<file path="src/rtl/mbx_pkg.sv">
package mbx_pkg;
    typedef enum logic {
        MAP_DIRECT  = 1'b0,
        MAP_QUEUE   = 1'b1
    } map_mode_e;

    typedef enum logic {
        FLAG_IDLE    = 1'b0,
        FLAG_PENDING = 1'b1
    } flag_state_e;
endpackage

</file>
<file path="src/rtl/mbx_flag_fsm.sv">
module mbx_flag_fsm
    import mbx_pkg::*;
(
    input  logic clk,
    input  logic rst_n,
    input  logic set_i,
    input  logic clr_i,
    output logic pending_o
);
    flag_state_e st_q, st_d;

    // next state: a new message wins over an acknowledge in the same cycle
    always_comb begin
        st_d = st_q;
        unique case (st_q)
            FLAG_IDLE:    if (set_i) st_d = FLAG_PENDING;
            FLAG_PENDING: if (clr_i && !set_i) st_d = FLAG_IDLE;
            default:      st_d = FLAG_IDLE;
        endcase
    end

    always_ff @(posedge clk) begin
        if (!rst_n) st_q <= FLAG_IDLE;
        else        st_q <= st_d;
    end

    always_comb pending_o = (st_q == FLAG_PENDING);
endmodule

</file>
<file path="src/rtl/mbx_store.sv">
module mbx_store #(
    parameter int NUM_MBOX = 8,
    parameter int DATA_W   = 32
) (
    input  logic                             clk,
    input  logic                             rst_n,
    input  logic [NUM_MBOX-1:0]              wr_en,
    input  logic [DATA_W-1:0]                wdata,
    output logic [NUM_MBOX-1:0][DATA_W-1:0]  data_o
);
    for (genvar i = 0; i < NUM_MBOX; i++) begin : g_word
        logic [DATA_W-1:0] word_q;
        always_ff @(posedge clk) begin
            if (!rst_n)        word_q <= '0;
            else if (wr_en[i]) word_q <= wdata;
        end
        assign data_o[i] = word_q;
    end
endmodule

</file>
<file path="src/rtl/mbx_addr_decode.sv">
module mbx_addr_decode #(
    parameter int NUM_MBOX  = 8,
    parameter int NUM_ALT   = 2,
    parameter int AW        = 6,
    parameter int MBOX_BASE = 'h10,
    parameter int ALT_BASE  = 'h1E
) (
    input  logic [AW-1:0]       addr,
    input  logic                queue_map,
    output logic [NUM_MBOX-1:0] mb_hit,
    output logic                qport_hit
);
    for (genvar i = 0; i < NUM_MBOX; i++) begin : g_hit
        if (i < NUM_ALT) begin : g_movable
            assign mb_hit[i] = ((addr == AW'(MBOX_BASE + i)) && !queue_map)
                             || (addr == AW'(ALT_BASE + i));
        end else begin : g_fixed
            assign mb_hit[i] = (addr == AW'(MBOX_BASE + i));
        end
    end

    always_comb begin
        qport_hit = 1'b0;
        for (int i = 0; i < NUM_ALT; i++) begin
            if (queue_map && addr == AW'(MBOX_BASE + i)) qport_hit = 1'b1;
        end
    end
endmodule

</file>
<file path="src/rtl/mbx_regfile.sv">
module mbx_regfile
    import mbx_pkg::*;
#(
    parameter int          NUM_MBOX    = 8,
    parameter int          NUM_IRQ     = 4,
    parameter int          NUM_ALT     = 2,
    parameter int          DATA_W      = 32,
    parameter int          AW          = 6,
    parameter int          MBOX_BASE   = 'h10,
    parameter int          ALT_BASE    = 'h1E,
    parameter int          CSR_ADDR    = 'h18,
    parameter int          QCTL_ADDR   = 'h19,
    parameter int          STATUS_LSB  = 28,
    parameter int          IRQ_EN_BIT  = 3,
    parameter logic [31:0] QCTL_RESET  = 32'h0000_0050,
    localparam int         SEL_W       = $clog2(NUM_MBOX)
) (
    input  logic              clk,
    input  logic              rst_n,
    input  logic              host_wr,
    input  logic              host_rd,
    input  logic [AW-1:0]     host_addr,
    input  logic [DATA_W-1:0] host_wdata,
    output logic [DATA_W-1:0] host_rdata,
    input  logic              loc_rd,
    input  logic [SEL_W-1:0]  loc_sel,
    output logic [DATA_W-1:0] loc_rdata,
    output logic              loc_irq
);
    // ---------------- map-mode state machine ----------------
    map_mode_e map_q, map_d;
    logic      queue_map;
    logic      csr_hit, qctl_hit, csr_wr, qctl_wr;

    assign csr_hit  = (host_addr == AW'(CSR_ADDR));
    assign qctl_hit = (host_addr == AW'(QCTL_ADDR));
    assign csr_wr   = host_wr && csr_hit;
    assign qctl_wr  = host_wr && qctl_hit;

    always_comb begin
        map_d = map_q;
        unique case (map_q)
            MAP_DIRECT: if (qctl_wr &&  host_wdata[0]) map_d = MAP_QUEUE;
            MAP_QUEUE:  if (qctl_wr && !host_wdata[0]) map_d = MAP_DIRECT;
            default:    map_d = MAP_DIRECT;
        endcase
    end

    always_ff @(posedge clk) begin
        if (!rst_n) map_q <= QCTL_RESET[0] ? MAP_QUEUE : MAP_DIRECT;
        else        map_q <= map_d;
    end

    always_comb queue_map = (map_q == MAP_QUEUE);

    // remaining queue-control bits are plain storage
    logic [DATA_W-1:1] qctl_rest_q;
    always_ff @(posedge clk) begin
        if (!rst_n)       qctl_rest_q <= QCTL_RESET[DATA_W-1:1];
        else if (qctl_wr) qctl_rest_q <= host_wdata[DATA_W-1:1];
    end

    // ---------------- decode and storage ----------------
    logic [NUM_MBOX-1:0]             mb_hit;
    logic                            qport_hit;
    logic [NUM_MBOX-1:0][DATA_W-1:0] mbox_q;

    mbx_addr_decode #(
        .NUM_MBOX (NUM_MBOX),
        .NUM_ALT  (NUM_ALT),
        .AW       (AW),
        .MBOX_BASE(MBOX_BASE),
        .ALT_BASE (ALT_BASE)
    ) u_decode (
        .addr     (host_addr),
        .queue_map(queue_map),
        .mb_hit   (mb_hit),
        .qport_hit(qport_hit)
    );

    mbx_store #(
        .NUM_MBOX(NUM_MBOX),
        .DATA_W  (DATA_W)
    ) u_store (
        .clk   (clk),
        .rst_n (rst_n),
        .wr_en (host_wr ? mb_hit : '0),
        .wdata (host_wdata),
        .data_o(mbox_q)
    );

    // ---------------- interrupt enable and flags ----------------
    logic               irq_en_q;
    logic [NUM_IRQ-1:0] flag_set, flag_clr, pending;

    always_ff @(posedge clk) begin
        if (!rst_n)      irq_en_q <= 1'b0;
        else if (csr_wr) irq_en_q <= host_wdata[IRQ_EN_BIT];
    end

    for (genvar n = 0; n < NUM_IRQ; n++) begin : g_flag
        assign flag_set[n] = host_wr && mb_hit[n] && irq_en_q;
        assign flag_clr[n] = (loc_rd && loc_sel == SEL_W'(n))
                           || (csr_wr && host_wdata[STATUS_LSB + n]);
        mbx_flag_fsm u_flag (
            .clk      (clk),
            .rst_n    (rst_n),
            .set_i    (flag_set[n]),
            .clr_i    (flag_clr[n]),
            .pending_o(pending[n])
        );
    end

    // ---------------- read paths ----------------
    logic [DATA_W-1:0] csr_val, mb_val, host_val;

    always_comb begin
        csr_val                           = '0;
        csr_val[STATUS_LSB +: NUM_IRQ]    = pending;
        csr_val[IRQ_EN_BIT]               = irq_en_q;
    end

    always_comb begin
        mb_val = '0;
        for (int i = 0; i < NUM_MBOX; i++) begin
            if (mb_hit[i]) mb_val = mb_val | mbox_q[i];
        end
    end

    always_comb begin
        if (|mb_hit)        host_val = mb_val;
        else if (qport_hit) host_val = '0;
        else if (csr_hit)   host_val = csr_val;
        else if (qctl_hit)  host_val = {qctl_rest_q, queue_map};
        else                host_val = '0;
    end

    always_ff @(posedge clk) begin
        if (!rst_n) begin
            host_rdata <= '0;
            loc_rdata  <= '0;
        end else begin
            if (host_rd) host_rdata <= host_val;
            if (loc_rd)  loc_rdata  <= mbox_q[loc_sel];
        end
    end

    // ---------------- outputs ----------------
    always_comb loc_irq = irq_en_q && (|pending);
endmodule

</file>
<file path="config.mk">
export PLATFORM = sky130hd
export DESIGN_NAME = mbx_regfile
export DESIGN_NICKNAME = d
export VERILOG_FILES = /design/src/rtl/mbx_pkg.sv /design/src/rtl/mbx_flag_fsm.sv /design/src/rtl/mbx_store.sv /design/src/rtl/mbx_addr_decode.sv /design/src/rtl/mbx_regfile.sv
export SDC_FILE = /design/constraint.sdc
export NUM_CORES = 1
export LEC_CHECK = 0
export BUFFER_PORTS_ARGS = -buffer_cell sky130_fd_sc_hd__clkbuf_2
export CORE_ASPECT_RATIO = 2
export CORE_MARGIN = 4
export CORE_UTILIZATION = 55
export DETAILED_ROUTE_END_ITERATION = 8
export HOLD_SLACK_MARGIN = 0.12
export PLACE_DENSITY = 0.73
export SYNTH_ARGS = -nofsm -noshare
export SYNTH_HDL_FRONTEND = slang
export SYNTH_SLANG_ARGS = --single-unit
export TNS_END_PERCENT = 1
</file>
<file path="constraint.sdc">
create_clock -name clk -period 4.1 [get_ports clk]
set_input_delay 0 -clock clk [delete_from_list [all_inputs] [get_ports clk]]
set_output_delay 0 -clock clk [all_outputs]
set_load 0.005 [all_outputs]
</file>
==> summary.md <==
| Metric | Value |
|---|---|
| Row count | `90` |
| Synth top cells by count | `627 x nand2_1, 357 x dfxtp_1, 198 x a21boi_0` |
| Largest net degree at the start of global routing | `approximately 130` |
| Gpl congestion | `0.9108` |
| Share of layout cells above drive strength 1 | `0.1600` |
| Combinational share of power | `0.072` |
| Reg clk slew, reported paths | `70 ps` |
| CTS tree | `yes` |
| Worst Hold Class | `in -> reg` |
| PortBufs | `110` |
| Max incr delay on CP | `around 630 ps` |
| Register share of total power | `0.506` |
| Seq cells post-synth | `~360` |
| RSZ-0062 raised after global routing | `no` |
| Most frequent cell after synthesis | `nand2_1` |
| Cell family with the largest share of critical-path delay | `buffers and inverters` |
| Top post-synthesis cells by area | `dfxtp_1 42%, nand2_1 14%, a21boi_0 8.8%` |
| WP data required | `roughly 4600 ps` |
| Synth async-reset ratio | `0` |
| Vias per cell | `~6.6` |
| Critical path type | `reg -> reg` |
| Sequential share of the synthesized area | `0.4248` |
| Synth Cell Area | `around 17000 µm²` |
| Routed wire length | `between 50 and 60 mm` |
| DIE HEIGHT | `~260 µm` |
| WL per Instance | `~25 µm` |
| Num Clock Sinks | `roughly 360` |
| Clock share of power | `0.422` |
| Rel. slew slack | `0.2629` |
| Worst-case clock buffer depth | `3` |
| Min Tclk post-route | `approximately 3000 ps` |
| Worst VDD drop | `about 0.32 mV` |
| Internal power | `~5.3 mW` |
| Root Driver | `clkbuf_16` |
| Slowest stage cell, crit path | `or4_4` |
| Die W | `approximately 130 µm` |
| Yosys warnings | `0` |
| First-pass GRT wire length | `approximately 85 mm` |
| FMAX | `~340 MHz` |
| Max-cap violations | `0` |
| Final Power | `between 6 and 7 mW` |
| Slew @ Worst Pin | `1106 ps` |
| Top cell by count, worst path | `buf_4` |
| Ratio of total power to cell area | `around 370 nW/µm²` |
| ANT nets after route | `0` |
| Share of the synthesized area in the top cell type | `0.4248` |
| Leakage power | `around 6.8 nW` |
| GRT Total Usage | `0.3211` |
| Post-detail-place hpwl | `between 30 and 40 mm` |
| Synth cell types | `54` |
| Switch Pwr | `1.682 mW` |
| Avg Synthesized Cell Area | `between 9 and 10 µm²` |
| H-tree levels | `1` |
| Status | `finished clean` |
| Via count | `approximately 15000` |
| Core ar. | `30180 µm²` |
| Post-CTS setup buffers | `0` |
| DIE AREA | `~34000 µm²` |
| Syn Inst Count | `about 1900` |
| Crit path arrival time | `approximately 3400 ps` |
| Post-synth top area cell | `dfxtp_1` |
| Drc violations | `0` |
| Starting Density | `0.5575` |
| Number of global-route vias before repair | `around 15000` |
| Syn nets | `1911` |
| Ant. Diodes | `0` |
| CP max FO | `34` |
| Remaining Overflow, GRT | `0` |
| Nets | `1934` |
| Critical path endpoint category | `register` |
| Post-synth EDFFs | `0` |
| Antenna violations before repair | `1` |
| Period utilization | `0.7207` |
| Startpoint types | `register` |
| Hold Vio Cnt, Final | `0` |
| Pins over their slew limit | `0` |
| Post-synth top flop | `dfxtp_1` |
| Area grow syn2layout | `11.30%` |
| Final setup fails | `0` |
| IO Count | `between 100 and 150` |
| TNS Setup | `0 ps` |
| DRT iter0 DRCs | `between 1500 and 2000` |
| Worst skew pair latency | `580 ps` |
| First-pass DRT Iterations | `8` |
| Clock Skew | `around 9 ps` |
| Switching Share | `0.2405` |
| CP cell instances | `or4_4 > a21oi_4 > buf_4 > nand3_1 > buf_4 > nand2_1 > a21boi_1 > dlygate4sd3_1` |
| Worst path bufs/invs | `3` |
| TritonCTS Buffers | `31` |
==> metal layers <==
metal | global-route usage | wire, µm | up-vias
met4 | 0.2296 | 4506 | 0
met3 | 0.04705 | 4413 | 274
met2 | 0.5676 | 28680 | 834
met1 | 0.3476 | 18740 | 7199
li1 | - | - | 6628
met5 | 0 | 0 | -
==> cell type report <==
type,count,area (µm²)
inverter,3,11.26
sequential,357,7147
multi-input combinational,1302,8785
clock inverter,7,66.31
tap,368,460.4
timing repair buffer,193,1328
fill,2591,11450
clock buffer,50,927.1
==> per-stage QoR <==
stage | instance area, µm² | hold WS, ps | setup WS, ps | util | cells
after global placement | 17360 | 356.5 | 1392 | 0.5752 | 2186
after floorplan | 16820 | 229.8 | 2376 | - | 1865
after CTS | 18720 | 168.2 | 1218 | 0.6204 | 2280
after detailed placement | 17360 | 366.0 | 1330 | 0.5752 | 2186
after global routing | 18720 | 200.6 | 1101 | 0.6204 | 2280
final | 18720 | 172.4 | 1145 | 0.6204 | 2280
==> sequential cells by signal, indices dropped and copies added (netlist names), named ones only <==
signal	flops
u_store.g_word.word_q	256
host_rdata	32
loc_rdata	32
qctl_rest_q	31
g_flag.u_flag.pending_o	4
irq_en_q	1
==> what timing repair did <==
item,4_1_cts,5_1_grt
resized for setup,0,0
setup endpoints to repair,0,0
hold buffers,37,0
endpoints found under the hold margin,311,0
==> layout by cell type (no fill, tap or decap), drive strengths merged, types with 3 or more instances in the layout <==
cell | netlist | layout
clkinv | 1 | 5
a21boi | 287 | 287
a31oi | 28 | 28
nand3 | 8 | 8
a221oi | 28 | 28
nor2b | 11 | 11
nand4 | 5 | 5
and3 | 7 | 7
a22o | 3 | 3
nand2 | 627 | 627
mux4 | 64 | 64
a21oi | 4 | 4
and2 | 8 | 8
mux2 | 32 | 32
dlygate4sd3 | 0 | 37
buf | 70 | 49
o211a | 32 | 32
a32o | 4 | 4
o21ai | 28 | 28
clkbuf | 133 | 157
mux2i | 37 | 37
a222oi | 56 | 56
nand2b | 4 | 4
dfxtp | 357 | 357
a221o | 4 | 4
inv | 2 | 3
==> power groups by stage <==
stage	Combinational, mW	Clock [mW]	Sequential (mW)
after floorplan	0.303	0	3.61
after global placement	0.462	0	3.62
after detailed placement	0.466	0	3.62
after CTS	0.495	2.96	3.54
after global routing	0.529	3.10	3.54
final	0.503	2.95	3.54
==> final timing paths <==
kind                                             startpoint                                         to  slack (ps)  cells after the start
worst min-delay path                                 loc_rd                 loc_rdata[26]$_SDFFE_PN0P_         170                      3
worst max register to register                     register  u_store.g_word[1].word_q[25]$_SDFFE_PN0P_        1150                      8
worst min register to register  qctl_rest_q[7]$_SDFFE_PN0P_                qctl_rest_q[7]$_SDFFE_PN0P_         470                      2
worst max-delay path                               register  u_store.g_word[1].word_q[25]$_SDFFE_PN0P_        1150                      8
==> tightest hold or removal path, delay by kind of cell <==
kind | cells | cell delay [ps]
AO/OA/AOI/OAI | 1 | 130
buffers and inverters | 1 | 430
AND/OR/NAND/NOR | 1 | 160
==> cells by family after synthesis <==
logic type,after synthesis,synth area share
AOI/OAI and AO/OA,486,0.2283
muxes,133,0.1291
buffers and inverters,206,0.05340
DFF,357,0.4248
and+or+nand+nor,683,0.1644
(Power assumes the default switching activity.)
